<file path="config.mk">
export PLATFORM = sky130hd
export DESIGN_NAME = adc_conv_seq
export DESIGN_NICKNAME = d
export VERILOG_FILES = /design/src/rtl/adc_seq_pkg.sv /design/src/rtl/adc_sclk_div.sv /design/src/rtl/adc_byte_shift.sv /design/src/rtl/adc_conv_timer.sv /design/src/rtl/adc_conv_seq.sv
export SDC_FILE = /design/constraint.sdc
export NUM_CORES = 1
export LEC_CHECK = 0
export CORE_MARGIN = 2
export CORE_UTILIZATION = 30
export CTS_CLUSTER_SIZE = 24
export DETAILED_ROUTE_END_ITERATION = 8
export PLACE_DENSITY = 0.48
export SKIP_LAST_GASP = 1
export SYNTH_ARGS = -nofsm -noshare
export SYNTH_HDL_FRONTEND = slang
export SYNTH_SLANG_ARGS = --single-unit
export TNS_END_PERCENT = 30
</file>
<file path="constraint.sdc">
create_clock -name clk -period 5.1 [get_ports clk]
set_input_delay 1.53 -clock clk [delete_from_list [all_inputs] [get_ports clk]]
set_output_delay 1.53 -clock clk [all_outputs]
set_load 0.02 [all_outputs]
</file>
<file path="src/rtl/adc_seq_pkg.sv">
package adc_seq_pkg;

  typedef enum logic [2:0] {
    ST_IDLE,
    ST_SETUP,
    ST_XFER,
    ST_GAP,
    ST_TAIL
  } seq_state_e;

  localparam int BYTE_W     = 8;
  localparam int XFER_BYTES = 3;
  localparam int CODE_W     = 12;
  localparam int PAD_LO     = 3;

  // Control byte: start bit, select field, polarity, input mode, power bits.
  function automatic logic [7:0] make_ctrl(input logic [2:0] chan,
                                           input logic       single,
                                           input logic       unipolar,
                                           input logic [1:0] pwr);
    return {1'b1, chan[0], chan[2], chan[1], unipolar, single, pwr};
  endfunction

endpackage

</file>
<file path="src/rtl/adc_sclk_div.sv">
module adc_sclk_div #(
  parameter int HALF_DIV = 2
) (
  input  logic clk,
  input  logic rst_n,
  input  logic en,
  output logic tick
);
  localparam int CW = (HALF_DIV > 1) ? $clog2(HALF_DIV) : 1;
  localparam logic [CW-1:0] LAST = CW'(HALF_DIV - 1);

  logic [CW-1:0] cnt;

  always_ff @(posedge clk or negedge rst_n) begin
    if (!rst_n)          cnt <= '0;
    else if (!en)        cnt <= '0;
    else if (cnt == LAST) cnt <= '0;
    else                 cnt <= cnt + CW'(1);
  end

  assign tick = en && (cnt == LAST);

endmodule

</file>
<file path="src/rtl/adc_byte_shift.sv">
module adc_byte_shift #(
  parameter int W = 8
) (
  input  logic         clk,
  input  logic         rst_n,
  input  logic         run,
  input  logic         tick,
  input  logic         load,
  input  logic [W-1:0] load_val,
  output logic         sclk,
  output logic         mosi,
  output logic         sample,
  output logic         byte_done
);
  localparam int BW = (W > 1) ? $clog2(W) : 1;
  localparam logic [BW-1:0] LAST_BIT = BW'(W - 1);

  logic         sclk_q;
  logic [W-1:0] tx_q;
  logic [BW-1:0] bit_q;

  always_ff @(posedge clk or negedge rst_n) begin
    if (!rst_n) begin
      sclk_q <= 1'b0;
    end else if (run && tick) begin
      sclk_q <= !sclk_q;
    end
  end

  always_ff @(posedge clk or negedge rst_n) begin
    if (!rst_n) begin
      tx_q  <= '0;
      bit_q <= '0;
    end else if (load) begin
      tx_q  <= load_val;
      bit_q <= '0;
    end else if (run && tick && sclk_q) begin
      tx_q  <= tx_q << 1;
      bit_q <= (bit_q == LAST_BIT) ? '0 : bit_q + BW'(1);
    end
  end

  assign sclk      = sclk_q;
  assign mosi      = tx_q[W-1];
  assign sample    = run && tick && !sclk_q;
  assign byte_done = run && tick && sclk_q && (bit_q == LAST_BIT);


  sclk_on_tick_chk: assert property (@(posedge clk) disable iff (!rst_n)
    !$stable(sclk_q) |-> $past(run && tick));

endmodule

</file>
<file path="src/rtl/adc_conv_timer.sv">
module adc_conv_timer #(
  parameter int LIMIT = 12000
) (
  input  logic clk,
  input  logic rst_n,
  input  logic run,
  output logic over
);
  localparam int CW = $clog2(LIMIT + 2);

  logic [CW-1:0] cnt;

  always_ff @(posedge clk or negedge rst_n) begin
    if (!rst_n)                   cnt <= '0;
    else if (!run)                cnt <= '0;
    else if (cnt <= CW'(LIMIT))   cnt <= cnt + CW'(1);
  end

  assign over = cnt > CW'(LIMIT);


  timer_no_wrap_chk: assert property (@(posedge clk) disable iff (!rst_n)
    run && $past(run) |-> cnt >= $past(cnt));

endmodule

</file>
<file path="src/rtl/adc_conv_seq.sv">
module adc_conv_seq
  import adc_seq_pkg::*;
#(
  parameter int         HALF_DIV      = 2,
  parameter int         GAP_SCLKS     = 2,
  parameter int         WINDOW_CYCLES = 12000,
  parameter logic [1:0] PWR_MODE      = 2'b11,
  parameter int         OUT_W         = 16
) (
  input  logic             clk,
  input  logic             rst_n,
  input  logic             cmd_valid,
  output logic             cmd_ready,
  input  logic [2:0]       cmd_chan,
  input  logic             cmd_single,
  input  logic             cmd_unipolar,
  output logic             busy,
  output logic             done,
  output logic             timeout_err,
  output logic [OUT_W-1:0] result,
  output logic             spi_sclk,
  output logic             spi_cs_n,
  output logic             spi_mosi,
  input  logic             spi_miso
);
  localparam int RX_W      = CODE_W + PAD_LO;
  localparam int GAP_TICKS = 2 * GAP_SCLKS;
  localparam int GW        = (GAP_TICKS > 1) ? $clog2(GAP_TICKS) : 1;
  localparam logic [GW-1:0] GAP_LAST = GW'((GAP_TICKS > 0) ? GAP_TICKS - 1 : 0);
  localparam logic [1:0]    LAST_BYTE = 2'(XFER_BYTES - 1);

  seq_state_e        state;
  logic [1:0]        byte_idx;
  logic [GW-1:0]     gap_cnt;
  logic [RX_W-1:0]   rx_q;
  logic              uni_q;
  logic              cs_n_q;
  logic              done_q;
  logic              err_q;
  logic [OUT_W-1:0]  result_q;

  logic tick, sample, byte_done, accept, time_over, sh_load;
  logic [BYTE_W-1:0] sh_val;
  logic [CODE_W-1:0] code;
  logic [OUT_W-1:0]  code_ext;

  assign accept = cmd_valid && (state == ST_IDLE);

  adc_sclk_div #(.HALF_DIV(HALF_DIV)) u_div (
    .clk  (clk),
    .rst_n(rst_n),
    .en   (state != ST_IDLE),
    .tick (tick)
  );

  assign sh_load = accept || (byte_done && (byte_idx != LAST_BYTE));
  assign sh_val  = accept ? make_ctrl(cmd_chan, cmd_single, cmd_unipolar, PWR_MODE)
                          : '0;

  adc_byte_shift #(.W(BYTE_W)) u_shift (
    .clk      (clk),
    .rst_n    (rst_n),
    .run      (state == ST_XFER),
    .tick     (tick),
    .load     (sh_load),
    .load_val (sh_val),
    .sclk     (spi_sclk),
    .mosi     (spi_mosi),
    .sample   (sample),
    .byte_done(byte_done)
  );

  adc_conv_timer #(.LIMIT(WINDOW_CYCLES)) u_timer (
    .clk  (clk),
    .rst_n(rst_n),
    .run  (!cs_n_q),
    .over (time_over)
  );

  assign code = rx_q[RX_W-1:PAD_LO];

  generate
    if (OUT_W > CODE_W) begin : g_ext
      assign code_ext = uni_q ? {{(OUT_W-CODE_W){1'b0}}, code}
                              : {{(OUT_W-CODE_W){code[CODE_W-1]}}, code};
    end else begin : g_noext
      assign code_ext = code[OUT_W-1:0];
    end
  endgenerate

  always_ff @(posedge clk or negedge rst_n) begin
    if (!rst_n) begin
      state    <= ST_IDLE;
      byte_idx <= '0;
      gap_cnt  <= '0;
      rx_q     <= '0;
      uni_q    <= 1'b0;
      cs_n_q   <= 1'b1;
      done_q   <= 1'b0;
      err_q    <= 1'b0;
      result_q <= '0;
    end else begin
      done_q <= 1'b0;
      unique case (state)
        ST_IDLE: begin
          if (accept) begin
            cs_n_q   <= 1'b0;
            uni_q    <= cmd_unipolar;
            byte_idx <= '0;
            state    <= ST_SETUP;
          end
        end
        ST_SETUP: begin
          if (tick) state <= ST_XFER;
        end
        ST_XFER: begin
          if (sample && (byte_idx != 2'd0)) rx_q <= {rx_q[RX_W-2:0], spi_miso};
          if (byte_done) begin
            if (byte_idx == LAST_BYTE) begin
              state <= ST_TAIL;
            end else begin
              byte_idx <= byte_idx + 2'd1;
              gap_cnt  <= '0;
              if (GAP_TICKS > 0) state <= ST_GAP;
            end
          end
        end
        ST_GAP: begin
          if (tick) begin
            if (gap_cnt == GAP_LAST) state <= ST_XFER;
            else                     gap_cnt <= gap_cnt + GW'(1);
          end
        end
        ST_TAIL: begin
          if (tick) begin
            cs_n_q   <= 1'b1;
            done_q   <= 1'b1;
            err_q    <= time_over;
            result_q <= code_ext;
            state    <= ST_IDLE;
          end
        end
        default: state <= ST_IDLE;
      endcase
    end
  end

  assign cmd_ready   = (state == ST_IDLE);
  assign busy        = (state != ST_IDLE);
  assign done        = done_q;
  assign timeout_err = err_q;
  assign result      = result_q;
  assign spi_cs_n    = cs_n_q;


  accept_busy_chk: assert property (@(posedge clk) disable iff (!rst_n)
    cmd_valid && cmd_ready |=> busy);


  done_idle_chk: assert property (@(posedge clk) disable iff (!rst_n)
    done |-> cmd_ready);


  sclk_idle_chk: assert property (@(posedge clk) disable iff (!rst_n)
    spi_cs_n |-> !spi_sclk);


  cs_fall_chk: assert property (@(posedge clk) disable iff (!rst_n)
    $fell(spi_cs_n) |-> $past(cmd_valid && cmd_ready));


  done_pulse_chk: assert property (@(posedge clk) disable iff (!rst_n)
    done |=> !done);


  result_hold_chk: assert property (@(posedge clk) disable iff (!rst_n)
    !done |-> $stable(result) && $stable(timeout_err));


  done_cs_rise_chk: assert property (@(posedge clk) disable iff (!rst_n)
    done |-> $rose(spi_cs_n));

endmodule

</file>
==> results.sh <==
export IMPL_gr_total_overflow=0
export IMPL_fin_crit_sh_pct=67.93
export IMPL_finalClockSkew_ps=9.150
export IMPL_yosys_warnings=0
export IMPL_die_y_um=107.2
export IMPL_grt_pass1_vias=2137
export IMPL_fin_setup_tns_ps=0
export IMPL_clk_latency_ps=340
export IMPL_ys_flop_type="dfrtp_1"
export IMPL_yosysTopAreaCell="dfrtp_1"
export IMPL_routed_via_density=4.831
export IMPL_p_leak_nw=1.717
export IMPL_yosysSeqAreaShare_pct=51.76
export IMPL_final_max_slew_violation_count=0
export IMPL_routabilityCongestion=0.8247
export IMPL_fill_cells=1010
export IMPL_cp_max_fo=9
export IMPL_post_cts_resize_count=0
export IMPL_cp_end_kind="output pin"
export IMPL_cts_hold_buf=0
export IMPL_layout_min_cycle_time_ps=3465
export IMPL_grt_usage_pct=11.25
export IMPL_cts_tree="done"
export IMPL_root_buffer="clkbuf_8"
export IMPL_port_buffers=31
export IMPL_cts_sinks=66
export IMPL_io_pins=32
export IMPL_ir_worst_vdd_v=0.0002948
export IMPL_hold_viol=0
export IMPL_instances_no_fill=450
export IMPL_drt_wl_total_um=5906
export IMPL_final_core_util_pct=36.61
export IMPL_netlist_area_um2=3193
export IMPL_p_per_area_nw_per_um2=484.4
export IMPL_tightest_slew_ps=915.7
export IMPL_grt_max_degree=38
export IMPL_drive_gt1_share_pct=19.75
export IMPL_post_cts_setup_buffers=0
export IMPL_yosys_area_top_type_share_pct=50.94
export IMPL_antenna_found_initial=0
export IMPL_vias=2174
export IMPL_htreeDepth=3
export IMPL_hold_path_class="flip-flop to flip-flop"
export IMPL_synthTopCellsByArea="dfrtp_1 51%, mux2_2 8.8%, mux2_4 4.7%"
export IMPL_crit_arrival_ps=1930
export IMPL_seq_area_um2=1653
export IMPL_clock_path_buffers=2
export IMPL_post_dp_cell_area_um2=3576
export IMPL_fin_nets=325
export IMPL_rsz0062_at_grt="false"
export IMPL_post_drt_wl_per_cell_um=13.12
export IMPL_num_rows=37
export IMPL_dp_cells=434
export IMPL_layout_setup_ws_ps=1635
export IMPL_ant_nets=0
export IMPL_syn_nets=297
export IMPL_setup_violations=0
export IMPL_worstSetupPathType="flip-flop to output pin"
export IMPL_start_util_pct=30.93
export IMPL_synthArstFlopShare_pct=100.0
export IMPL_yosysUniqueCellTypes=53
export IMPL_synthCells=281
export IMPL_place_ws_ps=1750
export IMPL_core_um2=10320
export IMPL_postSynthAreaPerCell_um2=11.36
export IMPL_grt_pass1_wl_um=10190
export IMPL_multi_input_area_um2=1391
export IMPL_areaGrowthSynthToFinish_pct=18.38
export IMPL_dieArea_um2=11480
export IMPL_required_ps=3570
export IMPL_cp_start_kind="flip-flop"
export IMPL_maxCapViolations=0
export IMPL_cts_buffers=9
export IMPL_drcViolationCount=0
export IMPL_dr_pass1_iters=4
export IMPL_drtIter0Drc=90
export IMPL_num_antenna_cells=0
export IMPL_ys_ff_latch=66
export IMPL_max_freq_ghz=0.2886
export IMPL_slew_headroom_pct=38.39
export IMPL_status="completed"
export IMPL_hpwl_um=3983
export IMPL_stdcell_area_um2=3780
export IMPL_fp_dieW_um=107.2
export IMPL_path_clk_slew_ps=70
export IMPL_synth_edf_count=0
registers in the layout, summed over array words and instances, names as in the netlist:
register and count:
byte_idx 2, done 1, gap_cnt 2, result 13
rx_q 15, spi_cs_n 1, state 3, timeout_err 1
u_div.cnt 1, u_shift.bit_q 3, u_shift.sclk 1, u_shift.tx_q 8
u_timer.cnt 14, uni_q 1
synthesized netlist by cell type, types with 3 or more instances:
cell,number
a21oi_1,9
a2bb2oi_1,5
buf_4,3
clkbuf_1,6
dfrtp_1,65
ha_1,7
inv_1,11
mux2_2,25
mux2_4,10
mux2i_1,4
nand2_1,28
nand2b_1,3
nand3_1,11
nand3b_1,4
nor2_1,16
nor2b_1,6
nor4_1,3
o21ai_0,7
o22ai_1,5
o31ai_1,3
or3_1,3
or4_1,5
worst max-delay path, stage by stage (launching register included):
cell	delay, ps
dfrtp_1	470
nor3_1	430
clkdlybuf4s50_1	690
power breakdown:
part / internal, mW / switching [mW] / total, mW / leakage, nW
sequential: 0.664 / 0.152 / 0.815 / 0.863
clock: 0.240 / 0.206 / 0.446 / 0.106
combinational: 0.289 / 0.281 / 0.570 / 0.747
logic make-up (layout without fill, tap and decap cells):
kind of cell,after synthesis,count (layout),synth area share (%)
fa+ha+maj,7,7,2.743
buf+inv,27,60,4.663
compound gates,44,44,9.404
flops,66,66,51.76
mux,39,39,14.77
simple gates,97,97,16.38
xor+xnor,1,1,0.2743
layer usage:
metal	wire length [um]	vias up	global-route usage, %
met5	0	-	0
met4	74	0	3.896
met3	261	8	3.891
met2	2606	44	16.68
met1	2964	1062	15.24
li1	-	1060	-
cells in the final DEF, fill, tap and decap left out, drive strengths merged, types with 3 or more instances in the layout:
cell type,count
o21ai,7
or3,3
clkdlybuf4s50,30
clkinv,5
dfrtp,65
nand3b,4
mux2,35
mux2i,4
nor2b,6
nand2b,3
clkbuf,10
o31ai,3
a2bb2oi,5
o22ai,5
nor2,16
nor3,3
or4,5
nor4,3
and3,3
nand3,11
buf,3
a21oi,9
ha,7
nand2,29
inv,11
final timing paths:
check | end | from | slack, ps | cells past startpoint
max | cmd_ready | state[1] | 1640 | 2
min | uni_q | uni_q | 470 | 2
max reg2reg | u_shift.tx_q[5] | u_shift.bit_q[0] | 2830 | 6
min reg2reg | uni_q | uni_q | 470 | 2
max in group asynchronous | spi_cs_n | rst_n | 2870 | 2
min in group asynchronous | u_timer.cnt[10] | rst_n | 1270 | 1
cell type report:
class | count | share of cell area, %
repair buffers | 33 | 8.474
multi-input cells | 188 | 36.81
inverters | 11 | 1.092
clock inverters | 6 | 1.754
well taps | 136 | 4.502
flip-flops and latches | 66 | 43.73
clock buffers | 10 | 3.641
metrics by stage:
stage          hold slack, ps  power [mW]
2_1_floorplan           437.0       1.254
3_3_place_gp            460.7       1.394
3_5_place_dp            460.0       1.403
4_1_cts                 478.0       1.859
5_1_grt                 502.3       1.976
6_report                471.9       1.831
No activity file was read; power rests on OpenSTA's default activity.
